## config.mk

```make
export PLATFORM = sky130hd
export DESIGN_NAME = lir_router
export DESIGN_NICKNAME = d
export VERILOG_FILES = /design/src/rtl/lir_pkg.sv /design/src/rtl/lir_sync.sv /design/src/rtl/lir_cpu_bank.sv /design/src/rtl/lir_regif.sv /design/src/rtl/lir_router.sv
export SDC_FILE = /design/constraint.sdc
export NUM_CORES = 1
export LEC_CHECK = 0
export ABC_CLOCK_PERIOD_IN_PS = 1700
export BUFFER_PORTS_ARGS = -buffer_cell sky130_fd_sc_hd__buf_2
export CAP_MARGIN = 5
export CORE_MARGIN = 5
export CORE_UTILIZATION = 30
export DETAILED_ROUTE_END_ITERATION = 12
export PLACE_DENSITY = 0.59
export SETUP_SLACK_MARGIN = 0.4
export SYNTH_ARGS = -nofsm -noshare
export SYNTH_HDL_FRONTEND = slang
export SYNTH_HIERARCHICAL = 1
export SYNTH_SLANG_ARGS = --single-unit
```

## constraint.sdc

```tcl
create_clock -name clk -period 1.7 [get_ports clk]
set_input_delay 0.17 -clock clk [delete_from_list [all_inputs] [get_ports clk]]
set_output_delay 0.17 -clock clk [all_outputs]
set_load 0.02 [all_outputs]
```

## src/rtl/lir_pkg.sv

```systemverilog
package lir_pkg;
  localparam int unsigned WORD_BITS = 32;

  // word slot inside one CPU bank (enables first, then status words)
  function automatic int unsigned slot_of(input logic [31:0] byte_addr,
                                          input int unsigned words);
    return (byte_addr >> 2) % (2 * words);
  endfunction

  // which CPU bank a byte address falls in
  function automatic int unsigned cpu_of(input logic [31:0] byte_addr,
                                         input int unsigned words);
    return (byte_addr >> 2) / (2 * words);
  endfunction
endpackage

```

## src/rtl/lir_sync.sv

```systemverilog
module lir_sync #(
  parameter int unsigned W = 32
) (
  input  logic         clk,
  input  logic         rst_n,
  input  logic [W-1:0] d,
  output logic [W-1:0] q
);
  logic [W-1:0] meta_q;
  always_ff @(posedge clk or negedge rst_n) begin
    if (!rst_n) begin
      meta_q <= '0;
      q      <= '0;
    end else begin
      meta_q <= d;
      q      <= meta_q;
    end
  end
endmodule

```

## src/rtl/lir_cpu_bank.sv

```systemverilog
module lir_cpu_bank #(
  parameter int unsigned LINES = 64,
  localparam int unsigned WORDS = LINES / 32
) (
  input  logic             clk,
  input  logic             rst_n,
  input  logic [LINES-1:0] lvl,
  input  logic [WORDS-1:0] we_word,
  input  logic [31:0]      wdata,
  output logic [LINES-1:0] en,
  output logic [LINES-1:0] status,
  output logic             irq_out
);
  for (genvar k = 0; k < WORDS; k++) begin : g_word
    always_ff @(posedge clk or negedge rst_n) begin
      if (!rst_n)          en[k*32 +: 32] <= '0;
      else if (we_word[k]) en[k*32 +: 32] <= wdata;
    end
  end

  assign status = lvl & en;

  always_ff @(posedge clk or negedge rst_n) begin
    if (!rst_n) irq_out <= 1'b0;
    else        irq_out <= |status;
  end
endmodule

```

## src/rtl/lir_regif.sv

```systemverilog
module lir_regif #(
  parameter int unsigned NUM_CPUS  = 2,
  parameter int unsigned NUM_LINES = 64,
  parameter int unsigned ADDR_W    = 12,
  localparam int unsigned WORDS    = NUM_LINES / 32,
  localparam int unsigned FLAT     = NUM_CPUS * NUM_LINES
) (
  input  logic                      clk,
  input  logic                      rst_n,
  input  logic                      reg_wr,
  input  logic                      reg_rd,
  input  logic [ADDR_W-1:0]         reg_addr,
  input  logic [FLAT-1:0]           en_flat,
  input  logic [FLAT-1:0]           status_flat,
  output logic [NUM_CPUS*WORDS-1:0] wr_sel,
  output logic                      wr_status,
  output logic                      rd_miss,
  output logic [31:0]               rdata
);
  import lir_pkg::*;

  logic [31:0]  addr32;
  int unsigned  cpu_idx;
  int unsigned  slot;
  logic         in_range;
  logic         is_status;
  logic [31:0]  rd_word;

  assign addr32    = 32'(reg_addr);
  assign cpu_idx   = cpu_of(addr32, WORDS);
  assign slot      = slot_of(addr32, WORDS);
  assign in_range  = (cpu_idx < NUM_CPUS);
  assign is_status = (slot >= WORDS);
  assign wr_status = reg_wr && in_range && is_status;
  assign rd_miss   = reg_rd && !in_range;

  always_comb begin
    wr_sel = '0;
    if (reg_wr && in_range && !is_status)
      wr_sel[cpu_idx * WORDS + slot] = 1'b1;
  end

  always_comb begin
    rd_word = '0;
    if (in_range) begin
      if (is_status) rd_word = status_flat[(cpu_idx * WORDS + (slot - WORDS)) * 32 +: 32];
      else           rd_word = en_flat[(cpu_idx * WORDS + slot) * 32 +: 32];
    end
  end

  always_ff @(posedge clk or negedge rst_n) begin
    if (!rst_n)      rdata <= '0;
    else if (reg_rd) rdata <= rd_word;
    else             rdata <= '0;
  end
endmodule

```

## src/rtl/lir_router.sv

```systemverilog
module lir_router #(
  parameter int unsigned NUM_CPUS  = 2,
  parameter int unsigned NUM_LINES = 64,
  parameter int unsigned ADDR_W    = 12
) (
  input  logic                 clk,
  input  logic                 rst_n,
  input  logic [NUM_LINES-1:0] irq_lines,
  input  logic                 reg_wr,
  input  logic                 reg_rd,
  input  logic [ADDR_W-1:0]    reg_addr,
  input  logic [31:0]          reg_wdata,
  output logic [31:0]          reg_rdata,
  output logic [NUM_CPUS-1:0]  cpu_irq
);
  localparam int unsigned WORDS = NUM_LINES / 32;
  localparam int unsigned FLAT  = NUM_CPUS * NUM_LINES;

  logic [NUM_LINES-1:0]      irq_sync;
  logic [FLAT-1:0]           en_flat;
  logic [FLAT-1:0]           status_flat;
  logic [NUM_CPUS*WORDS-1:0] wr_sel;
  logic                      wr_status;
  logic                      rd_miss;

  lir_sync #(.W(NUM_LINES)) u_sync (
    .clk(clk), .rst_n(rst_n), .d(irq_lines), .q(irq_sync)
  );

  for (genvar c = 0; c < NUM_CPUS; c++) begin : g_cpu
    lir_cpu_bank #(.LINES(NUM_LINES)) u_bank (
      .clk     (clk),
      .rst_n   (rst_n),
      .lvl     (irq_sync),
      .we_word (wr_sel[c*WORDS +: WORDS]),
      .wdata   (reg_wdata),
      .en      (en_flat[c*NUM_LINES +: NUM_LINES]),
      .status  (status_flat[c*NUM_LINES +: NUM_LINES]),
      .irq_out (cpu_irq[c])
    );
  end

  lir_regif #(.NUM_CPUS(NUM_CPUS), .NUM_LINES(NUM_LINES), .ADDR_W(ADDR_W)) u_regif (
    .clk(clk), .rst_n(rst_n), .reg_wr(reg_wr), .reg_rd(reg_rd),
    .reg_addr(reg_addr), .en_flat(en_flat), .status_flat(status_flat),
    .wr_sel(wr_sel), .wr_status(wr_status), .rd_miss(rd_miss), .rdata(reg_rdata)
  );
endmodule

```

==> run metrics, run 1 <==
CTS root buffer=clkbuf_16; TritonCTS clock tree=done; worst min-delay path class=in2async; Die ar.=between 40000 and 50000 sq um; crit start category=flip-flop; Top Ports=146; clock sink count=290; syn avg cell area=14.9 sq um; initial antenna violation count=1; Overall Global Routing Usage=0.160; number of global-route vias before repair=9065; Routed WL=about 36000 microns; vias=8338; Worst Path Required=~2 ns; Setup crit end kind=flip-flop; first-pass GRT wire length=54600 microns; Critical Path Fanout Max=2; WL/cell=20.4 microns; clk_skew=0.0156 ns; Achievable Freq=535 MHz; Setup-failing EPs final=2; starting density of the core=0.301; Pleak=8.50 nW; Port Buf Inserts=143; register area=~7300 sq um; Crit Path Class=reg2reg; overall power=15.6 mW; TritonCTS Buffers=35; Tcrit/Tclk final=1.10; Yosys warnings=6; Worst-path clk slew=~0.050 ns; final net count=~1300; design area=18800 sq um; Vias per Instance=4.69; largest net degree at the start of global routing=53; Iteration-0 DRC Markers=401; failing checks=setup timing; RSZ-0062 raised after global routing=yes; Fin. Hold Viols=0; Final TNS setup=-0.315 ns; Die Span X=between 200 and 250 microns; multi-input logic area=roughly 5700 sq um; DRC Markers=0; Placed Instance Area=roughly 15000 sq um; final worst slack=-0.171 ns; Clock Tree Buf Depth=3; Die Y=212 microns; number of max-cap violations=0; Syn Nets=between 900 and 1000; row count=74; Slew @ Worst Pin=between 0.4 and 0.5 ns; latest clock arrival within the worst-skew pair=about 0.54 ns; Worst Path Arrival=2.24 ns; status=finished with violations; share of layout cells above drive strength 1=0.570; final-report max-slew violation count=0; Syn-to-layout area delta=53.4%; Max H-tree Level=2; Core ar.=40600 sq um; layout filler cell count=between 3000 and 4000; Post-DRT Antenna Nets=0; maximum VDD drop=about 0.00065 V; RD Place Congestion=about 0.81; Slew headroom=0.686; Power Dens Cells=834 nW/um^2; Pre-Repair DR Iteration Count=4; Final min period=1.87 ns; Post-Syn Area=12200 sq um; Hold WS=0.158 ns; DP HPWL=23900 microns; GR Overflow Total=0; Gate Count Post-Synth=819; # diodes=0
[area by class of cell]
type | instances | share of cell area
flip-flops and latches | 290 | 0.387
multi-input cells | 425 | 0.304
repair buffers | 403 | 0.198
clock buffers | 49 | 0.0544
well taps | 532 | 0.0355
inverters | 66 | 0.0139
clock inverters | 12 | 0.00674
[what timing repair did]
action	CTS	global route
hold buffers	97	0
setup endpoints to repair	164	162
pin swaps	87	35
hold endpoints to repair	442	0
resized for setup	202	84
cloned	7	3
setup buffers	21	12
[cells in the final DEF (no fill, tap or decap), types with 2 or more instances in the layout]
cell / count
inv_1: 18
ha_4: 3
nor2_1: 2
buf_2: 135
clkbuf_16: 40
clkbuf_8: 5
nor4_4: 5
dfrtp_2: 3
o22ai_2: 5
o22ai_4: 27
nor4_2: 4
buf_6: 27
a22oi_1: 16
buf_16: 6
or4_1: 14
and2_1: 62
nand4_1: 8
buf_12: 39
mux2_4: 128
buf_4: 93
clkinv_2: 4
clkinv_1: 20
mux4_2: 64
bufinv_16: 2
and2_2: 2
buf_8: 3
dlygate4sd3_1: 97
nor3_4: 2
or4_4: 10
inv_2: 27
clkbuf_1: 7
and2_4: 64
clkinvlp_4: 5
dfrtp_1: 287
[worst max-delay path: stages, from the launching register on]
cell	delay, ns
dfrtp_1	0.41
and2_4	0.16
or4_4	0.55
nor4_4	0.28
buf_4	0.16
nand4_1	0.16
[stage by stage]
step | utilization | instances | setup WS (ns)
3_3_place_gp | 0.369 | 1576 | -0.385
5_1_grt | 0.463 | 1777 | -0.233
6_report | 0.463 | 1777 | -0.171
3_5_place_dp | 0.369 | 1576 | -0.439
2_1_floorplan | - | 819 | -0.0391
4_1_cts | 0.448 | 1762 | -0.151
[power breakdown]
part | leakage, nW | switching (mW) | internal [mW] | total (mW)
registers | 3.75 | 0.107 | 7.08 | 7.19
logic | 4.20 | 0.499 | 0.541 | 1.04
clock network | 0.549 | 2.91 | 4.50 | 7.42
total | 8.50 | 3.52 | 12.1 | 15.6
[state kept, by name, summed over array words and instances (netlist names)]
| register | flops |
|---|---|
| g_cpu.u_bank/irq_out | 2 |
| g_cpu.u_bank/en | 128 |
| u_regif/rdata | 32 |
| u_sync/q | 64 |
| u_sync/meta_q | 64 |
[layer usage]
| metal | track usage | share of wire | vias to the layer above |
|---|---|---|---|
| li1 | - | - | 3747 |
| met1 | 0.221 | 0.45 | 4306 |
| met2 | 0.253 | 0.47 | 224 |
| met3 | 0.0322 | 0.054 | 59 |
| met4 | 0.0535 | 0.025 | 2 |
| met5 | 0 | 0.00036 | - |
[path summary, 6_finish.rpt]
kind	cells past startpoint	end	slack, ns	from
max	5	g_cpu[0].u_bank/irq_out	-0.17	u_sync/q[63]
min	2	u_sync/meta_q[3]	0.16	rst_n
max reg2reg	5	g_cpu[0].u_bank/irq_out	-0.17	u_sync/q[63]
min reg2reg	0	u_sync/q[4]	0.34	u_sync/meta_q[4]
max in group asynchronous	3	u_sync/q[8]	0.87	rst_n
min in group clk	2	u_sync/meta_q[24]	0.27	irq_lines[24]
Power figures use the tool's default switching activity.
==> inputs of run 2 (changes only) <==
TNS_END_PERCENT = 1   (was unset)
==> run metrics, run 2 (synthesized netlist as in run 1, its figures left out) <==
status=finished with violations; failing checks=setup timing; TritonCTS clock tree=done; number of global-route vias before repair=8708 (-3.9%); sequential share of power=0.470 (+0.010); Top Ports=146 (unchanged); Biggest register=g_cpu.u_bank/en; Switching Fraction=0.226 (+0.000653); Pint=11.8 mW (-2.3%); initial antenna violation count=1 (unchanged); final net count=1245 (-6.9%); clock sink count=290 (unchanged); worst min-delay path class=in2async; Fin. Hold Viols=0 (unchanged); TritonCTS Buffers=31 (-11%); Die ar.=44900 sq um (unchanged); Worst Path Required=2.12 ns (+0.06 ns); Die Span X=212 microns (unchanged); # diodes=0 (unchanged); Crit Path Class=reg2reg; Final TNS setup=-0.133 ns (+0.182 ns); sw power=3.45 mW (-1.9%); Setup-failing EPs final=2 (unchanged); DRC Markers=0 (unchanged); Slew headroom=0.757 (+0.0705); clock share of power=0.464 (-0.010); Syn-to-layout area delta=43.6%; Comb power frac=0.066 (about the same); DP HPWL=23400 microns (-1.8%); commonest non-fill, non-tap cell in the layout=dfrtp_1; Die Y=212 microns (unchanged); Setup crit end kind=flip-flop; Pleak=7.89 nW (-7.2%); latest clock arrival within the worst-skew pair=0.56 ns (+0.02 ns); Tcrit/Tclk final=1.05 (-0.0544); maximum VDD drop=0.000612 V (-5.4%); largest net degree at the start of global routing=56 (+5.7%); Final min period=1.78 ns (-0.0924 ns); Critical Path Fanout Max=2 (unchanged); starting density of the core=0.301 (unchanged); register area=7260 sq um (about the same); final-report max-slew violation count=0 (unchanged); Routed WL=34100 microns (-5.9%); dpl ws=-0.361 ns (+0.0778 ns); GR Overflow Total=0 (unchanged); crit start category=flip-flop; largest registers=g_cpu.u_bank/en: 128 flops, u_sync/meta_q: 64 flops, u_sync/q: 64 flops; Post-DRT Antenna Nets=0 (unchanged); Max H-tree Level=1 (-1); vias=7826 (-6.1%); CTS root buffer=clkbuf_16; Port Buf Inserts=143 (unchanged); Clock Tree Buf Depth=3 (unchanged); Worst-path clk slew=0.06 ns (about the same); Iteration-0 DRC Markers=349 (-13%); Power Dens Cells=872 nW/um^2 (+4.5%); Core ar.=40600 sq um (unchanged); row count=74 (unchanged); max reg flops=128 (unchanged); layout filler cell count=3656 (+2.2%); share of layout cells above drive strength 1=0.549 (-0.0217); final worst slack=-0.0782 ns (+0.0924 ns); number of max-cap violations=0 (unchanged); highest-count cells in the layout ignoring fill and taps=dfrtp_1 (286), mux2_4 (128), buf_2 (123); WL/cell=20.3 microns (-0.71%); overall power=15.3 mW (-2.2%); Vias per Instance=4.65 (-0.96%); Worst Path Arrival=2.20 ns (-0.04 ns); Pre-Repair DR Iteration Count=4 (unchanged); clk_skew=0.00743 ns (-0.00820 ns); multi-input logic area=5550 sq um (-2.9%); Slew @ Worst Pin=0.365 ns (-0.106 ns); Overall Global Routing Usage=0.152 (-0.00782); first-pass GRT wire length=53000 microns (-3.0%); Achievable Freq=562 MHz (+5.2%); RD Place Congestion=0.819 (+1.0%); RSZ-0062 raised after global routing=yes
-- run 2: cell types whose count changed in the layout (fill, tap and decap cells not counted), moves of 6 or more --
cell,change
buf_2,-12
clkbuf_16,-9
and2_4,+7
o22ai_2,+19
clkbuf_1,-6
buf_16,-6
buf_12,-12
and2_1,-8
o22ai_4,-19
buf_4,-51
-- run 2: layout make-up --
class / instances / share of cell area
Clock buffer: 35 / 0.0468
Tap cell: 532 / 0.0379
Clock inverter: 21 / 0.0150
Timing Repair Buffer: 315 / 0.156
Multi-Input combinational cell: 425 / 0.316
Inverter: 66 / 0.0144
Sequential cell: 290 / 0.414
-- run 2: worst max-delay path, cell delays in order, from the launching register on --
cell	delay [ns]
dfrtp_1	0.40
and2_4	0.15
or4_4	0.56
nor4_2	0.29
buf_4	0.16
nand4_1	0.08
-- run 2: routing by layer --
layer | up-vias | part of all wire | global-route usage
li1 | 3559 | - | -
met1 | 4022 | 0.44 | 0.208
met2 | 190 | 0.48 | 0.247
met3 | 53 | 0.053 | 0.0296
met4 | 2 | 0.023 | 0.0431
met5 | - | 0.00021 | 0
-- run 2: power by group through the flow --
| stage | combinational [mW] | sequential, mW | clock (mW) |
|---|---|---|---|
| global route | 1.11 | 7.21 | 7.57 |
| detailed placement | 0.783 | 7.31 | 0 |
| global placement | 0.769 | 7.31 | 0 |
| floorplan | 0.284 | 7.27 | 0 |
| finish | 1.01 | 7.19 | 7.10 |
| CTS | 1.01 | 7.19 | 7.28 |
-- run 2: timing repair --
action                                 in CTS  in global routing
setup endpoints to repair                 168                176
setup buffers                               1                  0
endpoints found under the hold margin     482                  0
hold buffers                               97                  0
cloned                                      0                  0
pin swaps                                  70                 68
resized for setup                         172                131
-- run 2: final timing paths --
path	start	end	slack, ns	depth (start not counted)
min in group clk	irq_lines[3]	u_sync/meta_q[3]	0.24	2
min reg2reg	u_sync/meta_q[5]	u_sync/q[5]	0.35	0
max reg2reg	u_sync/q[40]	g_cpu[0].u_bank/irq_out	-0.08	5
min	rst_n	u_regif/rdata[25]	0.10	2
max	u_sync/q[40]	g_cpu[0].u_bank/irq_out	-0.08	5
max in group asynchronous	rst_n	u_sync/meta_q[32]	0.94	3
-- run 2: metrics by stage --
| step | util | instance area, sq um | hold slack, ns | cells |
|---|---|---|---|---|
| 2_1_floorplan | - | 12500 | -0.126 | 819 |
| 3_3_place_gp | 0.357 | 14500 | 0.0918 | 1530 |
| 3_5_place_dp | 0.357 | 14500 | 0.0947 | 1530 |
| 4_1_cts | 0.422 | 17100 | 0.0944 | 1684 |
| 5_1_grt | 0.433 | 17600 | 0.127 | 1684 |
| 6_report | 0.433 | 17600 | 0.104 | 1684 |
